<file path="config.mk">
export PLATFORM = sky130hd
export DESIGN_NAME = vdma_engine
export DESIGN_NICKNAME = d
export VERILOG_FILES = /design/src/rtl/vdma_pkg.sv /design/src/rtl/vdma_hist.sv /design/src/rtl/vdma_ctrl.sv /design/src/rtl/vdma_datapath.sv /design/src/rtl/vdma_engine.sv
export SDC_FILE = /design/constraint.sdc
export NUM_CORES = 1
export LEC_CHECK = 0
export ABC_CLOCK_PERIOD_IN_PS = 7900
export BUFFER_PORTS_ARGS = -buffer_cell sky130_fd_sc_hd__buf_2
export CORE_MARGIN = 2
export CORE_UTILIZATION = 29
export CTS_CLUSTER_DIAMETER = 80
export DETAILED_ROUTE_END_ITERATION = 7
export PLACE_DENSITY = 0.6
export SYNTH_ARGS = -nofsm -noshare
export SYNTH_HDL_FRONTEND = slang
export SYNTH_SLANG_ARGS = --single-unit
</file>
<file path="constraint.sdc">
create_clock -name clk -period 7.9 [get_ports clk]
set_clock_uncertainty 0.2 [all_clocks]
set_input_delay 0.79 -clock clk [delete_from_list [all_inputs] [get_ports clk]]
set_output_delay 0.79 -clock clk [all_outputs]
set_load 0.1 [all_outputs]
</file>
<file path="src/rtl/vdma_pkg.sv">
package vdma_pkg;

  typedef enum logic [2:0] {
    TGT_NONE,
    TGT_VRAM_FILL,
    TGT_VRAM_COPY,
    TGT_CRAM,
    TGT_VSRAM
  } tgt_e;

  typedef struct packed {
    logic load;
    logic step;
    tgt_e tgt;
  } ctrl_s;

  localparam logic [3:0] CODE_VRAM  = 4'd1;
  localparam logic [3:0] CODE_CRAM  = 4'd3;
  localparam logic [3:0] CODE_VSRAM = 4'd5;

  function automatic tgt_e decodeTgt(input logic isCopy, input logic [3:0] code);
    if (isCopy) return TGT_VRAM_COPY;
    case (code)
      CODE_VRAM:  return TGT_VRAM_FILL;
      CODE_CRAM:  return TGT_CRAM;
      CODE_VSRAM: return TGT_VSRAM;
      default:    return TGT_NONE;
    endcase
  endfunction

endpackage

</file>
<file path="src/rtl/vdma_hist.sv">
module vdma_hist #(
  parameter int W     = 16,
  parameter int DEPTH = 4
) (
  input  logic         clk,
  input  logic         rst_n,
  input  logic         push,
  input  logic [W-1:0] din,
  output logic [W-1:0] oldest
);
  logic [W-1:0] stage [DEPTH];

  // shift toward the oldest end on every data-port write
  always_ff @(posedge clk) begin
    if (!rst_n) begin
      for (int i = 0; i < DEPTH; i++) stage[i] <= '0;
    end else if (push) begin
      for (int i = DEPTH - 1; i > 0; i--) stage[i] <= stage[i-1];
      stage[0] <= din;
    end
  end

  assign oldest = stage[DEPTH-1];
endmodule

</file>
<file path="src/rtl/vdma_ctrl.sv">
module vdma_ctrl
  import vdma_pkg::*;
#(
  parameter int LEN_W = 16
) (
  input  logic             clk,
  input  logic             rst_n,
  input  logic             start,
  input  logic             copyMode,
  input  logic [3:0]       code,
  input  logic [LEN_W-1:0] len,
  output ctrl_s            ctl,
  output logic             busy,
  output logic             wbStrobe,
  output logic [LEN_W-1:0] wbLen
);
  logic [LEN_W-1:0] remaining;
  logic             busyQ;
  logic             wbQ;
  tgt_e             tgtQ;
  logic             accept;

  assign accept = start && !busyQ;   // launch only while idle

  always_ff @(posedge clk) begin
    if (!rst_n) begin
      remaining <= '0;
      busyQ     <= 1'b0;
      wbQ       <= 1'b0;
      tgtQ      <= TGT_NONE;
    end else begin
      wbQ <= 1'b0;
      if (accept) begin
        remaining <= (len == '0) ? '1 : len;   // zero means all ones
        tgtQ      <= decodeTgt(copyMode, code);
        busyQ     <= 1'b1;
      end else if (busyQ) begin
        if (remaining != '0) begin
          remaining <= remaining - 1'b1;
        end else begin
          busyQ <= 1'b0;   // final write drains in this cycle
          wbQ   <= 1'b1;
        end
      end
    end
  end

  assign ctl.load  = accept;
  assign ctl.step  = busyQ && (remaining != '0);
  assign ctl.tgt   = tgtQ;
  assign busy      = busyQ;
  assign wbStrobe  = wbQ;
  assign wbLen     = remaining;

  a_r2_busy_after_start: assert property (@(posedge clk) disable iff (!rst_n)
    accept |=> busyQ);
  a_r9_wb_at_fall: assert property (@(posedge clk) disable iff (!rst_n)
    wbQ |-> (!busyQ && $past(busyQ) && remaining == '0));
  a_r10_start_ignored: assert property (@(posedge clk) disable iff (!rst_n)
    (busyQ && start) |=> $stable(tgtQ));
endmodule

</file>
<file path="src/rtl/vdma_datapath.sv">
module vdma_datapath
  import vdma_pkg::*;
#(
  parameter int ADDR_W = 16,
  parameter int INC_W  = 8,
  parameter int DATA_W = 16,
  parameter int IDX_W  = 6,
  parameter int VS_W   = 10
) (
  input  logic              clk,
  input  logic              rst_n,
  input  ctrl_s             ctl,
  input  logic [ADDR_W-1:0] dstAddr,
  input  logic [ADDR_W-1:0] srcLow,
  input  logic [INC_W-1:0]  autoInc,
  input  logic [DATA_W-1:0] fillWord,
  input  logic [DATA_W-1:0] histOldest,
  input  logic [7:0]        vramRdData,
  output logic              vramRdEn,
  output logic [ADDR_W-1:0] vramRdAddr,
  output logic              vramWe,
  output logic [ADDR_W-1:0] vramWrAddr,
  output logic [7:0]        vramWrData,
  output logic              cramWe,
  output logic [IDX_W-1:0]  cramIdx,
  output logic [DATA_W-1:0] cramData,
  output logic              vsramWe,
  output logic [IDX_W-1:0]  vsramIdx,
  output logic [VS_W-1:0]   vsramData,
  output logic [ADDR_W-1:0] wbSrc
);
  localparam logic [ADDR_W-1:0] SWAP = ADDR_W'(1);
  localparam int PAD_W = ADDR_W - INC_W;

  logic [ADDR_W-1:0] dstQ, srcQ, wrAddr;
  logic [INC_W-1:0]  incQ;
  logic [7:0]        fillHiQ;
  logic              wrValid;
  tgt_e              wrTgt;

  always_ff @(posedge clk) begin
    if (!rst_n) begin
      dstQ    <= '0;
      srcQ    <= '0;
      incQ    <= '0;
      fillHiQ <= '0;
      wrAddr  <= '0;
      wrValid <= 1'b0;
      wrTgt   <= TGT_NONE;
    end else begin
      wrValid <= ctl.step;
      if (ctl.load) begin
        dstQ    <= dstAddr;
        srcQ    <= srcLow;
        incQ    <= autoInc;
        fillHiQ <= fillWord[DATA_W-1 -: 8];
      end else if (ctl.step) begin
        dstQ   <= dstQ + {{PAD_W{1'b0}}, incQ};
        srcQ   <= srcQ + 1'b1;
        wrAddr <= dstQ ^ SWAP;
        wrTgt  <= ctl.tgt;
      end
    end
  end

  // read issued in the step cycle, byte arrives with the write stage
  assign vramRdEn   = ctl.step && (ctl.tgt == TGT_VRAM_COPY);
  assign vramRdAddr = srcQ ^ SWAP;

  assign vramWe     = wrValid && (wrTgt == TGT_VRAM_FILL || wrTgt == TGT_VRAM_COPY);
  assign vramWrAddr = wrAddr;
  assign vramWrData = (wrTgt == TGT_VRAM_COPY) ? vramRdData : fillHiQ;
  assign cramWe     = wrValid && (wrTgt == TGT_CRAM);
  assign cramIdx    = wrAddr[IDX_W:1];
  assign cramData   = histOldest;
  assign vsramWe    = wrValid && (wrTgt == TGT_VSRAM);
  assign vsramIdx   = wrAddr[IDX_W:1];
  assign vsramData  = histOldest[VS_W-1:0];
  assign wbSrc      = srcQ;

  a_r5_copy_read_first: assert property (@(posedge clk) disable iff (!rst_n)
    (vramWe && wrTgt == TGT_VRAM_COPY) |-> $past(vramRdEn));
  a_r2_single_target: assert property (@(posedge clk) disable iff (!rst_n)
    $onehot0({vramWe, cramWe, vsramWe}));
endmodule

</file>
<file path="src/rtl/vdma_engine.sv">
module vdma_engine
  import vdma_pkg::*;
#(
  parameter int ADDR_W = 16,
  parameter int LEN_W  = 16,
  parameter int INC_W  = 8,
  parameter int DATA_W = 16,
  parameter int IDX_W  = 6,
  parameter int VS_W   = 10,
  parameter int HIST_D = 4
) (
  input  logic              clk,
  input  logic              rst_n,
  input  logic              start,
  input  logic              copyMode,
  input  logic [3:0]        code,
  input  logic [LEN_W-1:0]  len,
  input  logic [ADDR_W-1:0] srcLow,
  input  logic [ADDR_W-1:0] dstAddr,
  input  logic [INC_W-1:0]  autoInc,
  input  logic [DATA_W-1:0] fillWord,
  input  logic              dataWr,
  input  logic [DATA_W-1:0] dataWord,
  input  logic [7:0]        vramRdData,
  output logic              busy,
  output logic              vramRdEn,
  output logic [ADDR_W-1:0] vramRdAddr,
  output logic              vramWe,
  output logic [ADDR_W-1:0] vramWrAddr,
  output logic [7:0]        vramWrData,
  output logic              cramWe,
  output logic [IDX_W-1:0]  cramIdx,
  output logic [DATA_W-1:0] cramData,
  output logic              vsramWe,
  output logic [IDX_W-1:0]  vsramIdx,
  output logic [VS_W-1:0]   vsramData,
  output logic              wbStrobe,
  output logic [LEN_W-1:0]  wbLen,
  output logic [ADDR_W-1:0] wbSrc
);
  ctrl_s             ctl;
  logic [DATA_W-1:0] histOldest;

  vdma_hist #(.W(DATA_W), .DEPTH(HIST_D)) u_hist (
    .clk(clk), .rst_n(rst_n), .push(dataWr), .din(dataWord), .oldest(histOldest)
  );

  vdma_ctrl #(.LEN_W(LEN_W)) u_ctrl (
    .clk(clk), .rst_n(rst_n), .start(start), .copyMode(copyMode), .code(code),
    .len(len), .ctl(ctl), .busy(busy), .wbStrobe(wbStrobe), .wbLen(wbLen)
  );

  vdma_datapath #(
    .ADDR_W(ADDR_W), .INC_W(INC_W), .DATA_W(DATA_W), .IDX_W(IDX_W), .VS_W(VS_W)
  ) u_dp (
    .clk(clk), .rst_n(rst_n), .ctl(ctl), .dstAddr(dstAddr), .srcLow(srcLow),
    .autoInc(autoInc), .fillWord(fillWord), .histOldest(histOldest),
    .vramRdData(vramRdData), .vramRdEn(vramRdEn), .vramRdAddr(vramRdAddr),
    .vramWe(vramWe), .vramWrAddr(vramWrAddr), .vramWrData(vramWrData),
    .cramWe(cramWe), .cramIdx(cramIdx), .cramData(cramData),
    .vsramWe(vsramWe), .vsramIdx(vsramIdx), .vsramData(vsramData), .wbSrc(wbSrc)
  );

  a_r2_no_write_idle: assert property (@(posedge clk) disable iff (!rst_n)
    !busy |-> !(vramWe || cramWe || vsramWe));
  a_r9_strobe_one_cycle: assert property (@(posedge clk) disable iff (!rst_n)
    wbStrobe |=> !wbStrobe);
endmodule

</file>
# Word level (Yosys, flattened, before mapping)

Memory sizes are Yosys's and may differ from the RTL's.
Index checks and enable logic that the tools add are counted.
W data, S select, Z words.

Flip-flop bits (word level): 89
RAM bits: 64
Input bits: 105
Output and inout port bits: 116
Memories: 1

$add $sub $neg: 3
Equality and inequality tests: 8
Mux-type cells: 27
Bitwise logic cells: 9
Reductions and logical operators: 16

Memories:

| name         | depth | width | read ports | clocked after memory_dff | wr ports | line            | source |
|---|---|---|---|---|---|---|---|
| u_hist.stage | 4     | 16    | 4          | 0                        | 4        | vdma_hist.sv:11 | `logic [W-1:0] stage [DEPTH];` |

Operator list:

| cell                    | number |
|---|---|
| $mux W16                | 12 |
| $add A16 B1 Y16 const B | 1 |
| $add A16 B8 Y16         | 1 |
| $logic_not A16 Y1       | 1 |
| $reduce_bool A16 Y1     | 1 |
| $sub A16 B1 Y16 const B | 1 |
| $mux W1                 | 11 |
| $eq A3 B2 Y1 const B    | 3 |
| $pmux W3 S3             | 1 |
| $mux W8                 | 1 |
| $logic_and A1 B1 Y1     | 6 |
| $mux W3                 | 2 |
| $reduce_bool A2 Y1      | 3 |
| $not A1 Y1              | 5 |
| $eq A4 B1 Y1 const B    | 1 |
| $eq A4 B2 Y1 const B    | 1 |
| $eq A4 B3 Y1 const B    | 1 |
| $or A1 B1 Y1            | 4 |
| $reduce_and A2 Y1       | 2 |
| $eq A3 B1 Y1 const B    | 1 |
| $eq A3 B3 Y1 const B    | 1 |
| $reduce_or A3 Y1        | 1 |
| $logic_not A1 Y1        | 1 |
| $logic_or A1 B1 Y1      | 1 |

# Longest topological paths before layout

Depth after elaboration: 5
Mapped depth: 8

# Hierarchy

A second synthesis with hierarchy kept.

Cells, all modules: 756
Area, all modules: 7508.5 um^2

Modules (own cells, without submodules):

| module        | instances | cells each | area each (um^2) | seq. area each (um^2) |
|---|---|---|---|---|
| vdma_datapath | 1         | 457        | 3856.2           | 1361.3 |
| vdma_hist     | 1         | 143        | 2431.1           | 1921.8 |
| vdma_ctrl     | 1         | 156        | 1221.2           | 420.4 |

# Worst setup path before layout

Ideal clock, no wire load.

Kind: register -> output
From: register u_ctrl.remaining[0] (netlist: u_ctrl.wbLen[0])
To: output port vramRdEn
Data arrival time: 5061 ps
Slack: 1849 ps
Cell stages (with the launch flop): 8
Path buffers: 2
Cell sequence: dfxtp_1 > inv_1 > ha_1 > nand3_2 > o21ai_4 > buf_4 > buf_4 > nor4b_1

Word-level cells in the longest chain between the ends: 3

Ends and longest elaborated chain:

| what                     | line                | source |
|---|---|---|
| start: declaration       | vdma_ctrl.sv:17     | `logic [LEN_W-1:0] remaining;` |
| start signal: assignment | vdma_ctrl.sv:34     | `remaining <= (len == '0) ? '1 : len;` |
| start signal: assignment | vdma_ctrl.sv:39     | `remaining <= remaining - 1'b1;` |
| $reduce_bool A16 Y1      | vdma_ctrl.sv:49     | `assign ctl.step = busyQ && (remaining != '0);` |
| $logic_and A1 B1 Y1      | vdma_ctrl.sv:49     |  |
| $logic_and A1 B1 Y1      | vdma_datapath.sv:67 | `assign vramRdEn = ctl.step && (ctl.tgt == TGT_VRAM_COPY);` |
| end: declaration         | vdma_engine.sv:26   | `output logic vramRdEn,` |

Every way passes these cells.

# Worst setup path in the final report

From: register u_ctrl.remaining[13] (netlist: u_ctrl.wbLen[13])
To: output port vramRdEn

The elaborated chain is that of the path after synthesis.

==> impl_results.md <==
* Status: completed
* Clk root buf: clkbuf_16
* Cells after Synth at 731
* VDD IR max at 0.00009989 V
* TNS Setup at 0 ns
* Leak Pwr at 3.909 nW
* RePlAce Congestion at 0.7916
* Vias in the first global route at 5502
* Critical path class: reg -> out
* Synth Area in Simple Gates at 20.09%
* CP Buf/Inv Count at 2
* # IOs at 221
* Die span in x at 160.7 um
* Netlist cell types at 68
* Setup Fix Bufs, Post-CTS at 0
* First-pass detailed-route iteration total at 4
* Synth Area in Compound Gates at 14.47%
* R2R depth at 5
* Synth Net Count at 848
* Worst Setup End Kind: output port
* CTS tree: yes
* # Max-Cap Violations at 0
* Skew-Pair Late Insertion Delay at 0.42 ns
* Die area at 25840 um2
* Port bufs at 212
* RSZ-0062 raised after global routing: false
* Synth Warn # at 0
* Worst Setup Slack, final at 4.360 ns
* Clock Pin Slew Worst Setup and Hold Paths at 0.07 ns
* Cts bufs inserted at 17
* Slew Limit Fails at 0
* Via density at 4.811
* Share of cells above drive strength 1 at 31.00%
* # H-tree levels at 4
* Largest family of logic cells by synthesized area: simple AND/OR/NAND/NOR gates
* Worst setup SP type: flip-flop
* F_max at 282.5 MHz
* Worst Path Arrival at 2.55 ns
* Cells along the critical path: nor3_1 -> nand3_2 -> o21ai_4 -> buf_4 -> nor4b_1 -> buf_2
* Avg WL per Cell at 15.31 um
* Final setup viols at 0
* Min Tclk post-route at 3.540 ns
* Longest Clk Path Bufs at 2
* Floorplan core area at 24250 um2
* R2r setup slk at 5.16 ns
* Hold Crit Class: reg -> reg
* FF+latch count, synth at 153
* Synth Area in Adders at 2.213%
* Initial antenna violation count at 1
* Worst-Margin Slew at 0.9499 ns
* Top Family by Delay on Critical Path: simple AND/OR/NAND/NOR gates
* DRT Wirelength at 18750 um
* Final core utilization at 36.15%
* Ys async rst share at 0%
* Post-synth EDFFs at 64
* Pin count of the biggest net entering global routing at 77
* Clk sink count at 153
* Mapped Avg Cell Area at 9.746 um2
* Starting Density at 29.38%
* Syn-to-layout area delta at 23.04%
* Fin nets at 1004
* Post-Synth XOR/XNOR Area at 2.828%
* Hold Path Origin: u_dp.vramWrAddr[7]
* Die height at 160.7 um
* WHS Path Cells at 2
* Rel. slew slack at 36.54%
* Synth Flop Type: dfxtp_1
* Portion of netlist area occupied by mux cells at 1.264%
* Seq/Total Area, Yosys at 51.98%
* Most common cell after layout, fill and taps aside: buf_2
* DRC at 0
* Most frequent cells in the layout: 212 x buf_2, 101 x nand2_1, 89 x dfxtp_1
* Total gr overflow at 0
* Final worst path period share at 44.81%
* Mapped cell area at 7124 um2
* Max incr delay on CP at 0.45 ns
* Crit Reg-Reg Startpoint: u_ctrl.busy
* Critical path's slowest cell: nor3_1
* DRT iter0 DRCs at 386
* DRT antenna net count at 0
* Pre-CTS WS at 4.751 ns
* First-pass GRT wire length at 29660 um
* PwrDens at 261.8 nW/um2
* WP data required at 6.91 ns
* CP max FO at 44
* Cts hold-fix bufs at 0
* RR Endpoint: u_ctrl.wbLen[15]
* Fin. Hold Viols at 0
* Total global-route track usage at 14.46%
* Via count at 5894
* Post-cts gate resize count at 0
* Hpwl dp at 12790 um
* Worst Hold End: u_dp.vramWrAddr[7]
* Row cnt at 57
==> per-layer routing <==
metal	GRT usage, %	routed length, um	vias to the layer above
li1	-	-	2922
met1	19.78	8883	2775
met2	22.00	8432	168
met3	3.435	981	29
met4	5.925	458	0
met5	0	0	-
==> cell families (layout without fill, tap and decap cells) <==
kind of cell	Yosys count	count (layout)
fa+ha+maj	12	12
simple gates	274	274
buf+inv	91	260
flops	153	153
xor+xnor	23	23
mux	8	8
compound gates	170	170
other cells	0	1
==> report_power, final <==
group          internal, mW  total (mW)  switching [mW]
Sequential            0.881       0.928          0.0471
Clock                 0.448       0.801           0.353
Combinational         0.112       0.566           0.454
==> layout make-up <==
cell class                 instances  area (um2)
timing repair buffer             219        1114
clock buffer                      19       475.5
sequential                       153        3704
fill                            2511       15480
inverter                           9       33.78
antenna                            1       2.502
clock inverter                    13       107.6
multi-input combinational        487        2924
tap                              324       405.4
==> worst max path at each step <==
stage | to | slack [ns] | cells past startpoint | start
after detailed placement | u_ctrl.wbLen[15] | 4.75 | 6 | start
final | vramRdEn | 4.36 | 6 | u_ctrl.wbLen[13]
after global placement | u_ctrl.wbLen[15] | 4.78 | 6 | start
after global routing | vramRdEn | 4.13 | 6 | u_ctrl.wbLen[13]
after floorplan | vramRdEn | 1.85 | 7 | u_ctrl.wbLen[0]
after CTS | vramRdEn | 4.35 | 7 | u_ctrl.wbLen[0]
==> Yosys cell counts, types with 3 or more instances <==
cell	count	area [um2]
a311oi_1	7	61.31
a211oi_1	11	82.58
edfxtp_1	64	1922
xor2_1	10	87.58
mux2_2	8	90.09
nand2_1	101	379.1
nand4_1	7	43.79
a21o_1	8	60.06
dfxtp_1	89	1782
o21ai_0	41	205.2
nand2b_1	6	37.54
nor2_1	26	97.59
a21oi_1	73	365.4
nor4_1	8	50.05
buf_4	41	307.8
clkbuf_1	33	123.9
a22oi_1	3	22.52
buf_2	5	25.02
nor3b_1	4	30.03
ha_1	11	137.6
nor3_1	15	75.07
xnor2_1	13	113.9
nand3_1	12	60.06
inv_1	8	30.03
a31oi_1	5	31.28
or2_2	3	18.77
o211ai_1	3	22.52
and3_1	68	425.4
==> flip-flops by register name (all words and copies together) (netlist names) <==
| register | flops |
|---|---|
| u_ctrl.busy | 1 |
| u_ctrl.tgtQ | 3 |
| u_ctrl.wbLen | 16 |
| u_ctrl.wbStrobe | 1 |
| u_dp.dstQ | 16 |
| u_dp.fillHiQ | 8 |
| u_dp.incQ | 8 |
| u_dp.vramWrAddr | 16 |
| u_dp.wbSrc | 16 |
| u_dp.wrTgt | 3 |
| u_dp.wrValid | 1 |
| u_hist.stage | 64 |
==> worst min-delay path, cell delays in order (launching register included) <==
cell and delay, ns:
dfxtp_1 0.31, nand2_1 0.05, a21oi_1 0.05
==> stage by stage <==
step	instance area [um2]	hold slack, ns	power (mW)	std cells
global route	8766	0.2709	2.387	1225
detailed placement	8180	0.2430	1.512	1192
finish	8766	0.2499	2.295	1225
global placement	8180	0.2428	1.507	1192
floorplan	7124	0.2338	1.411	731
CTS	8763	0.2527	2.315	1224
Note: power is estimated with default switching activity, not from simulation.
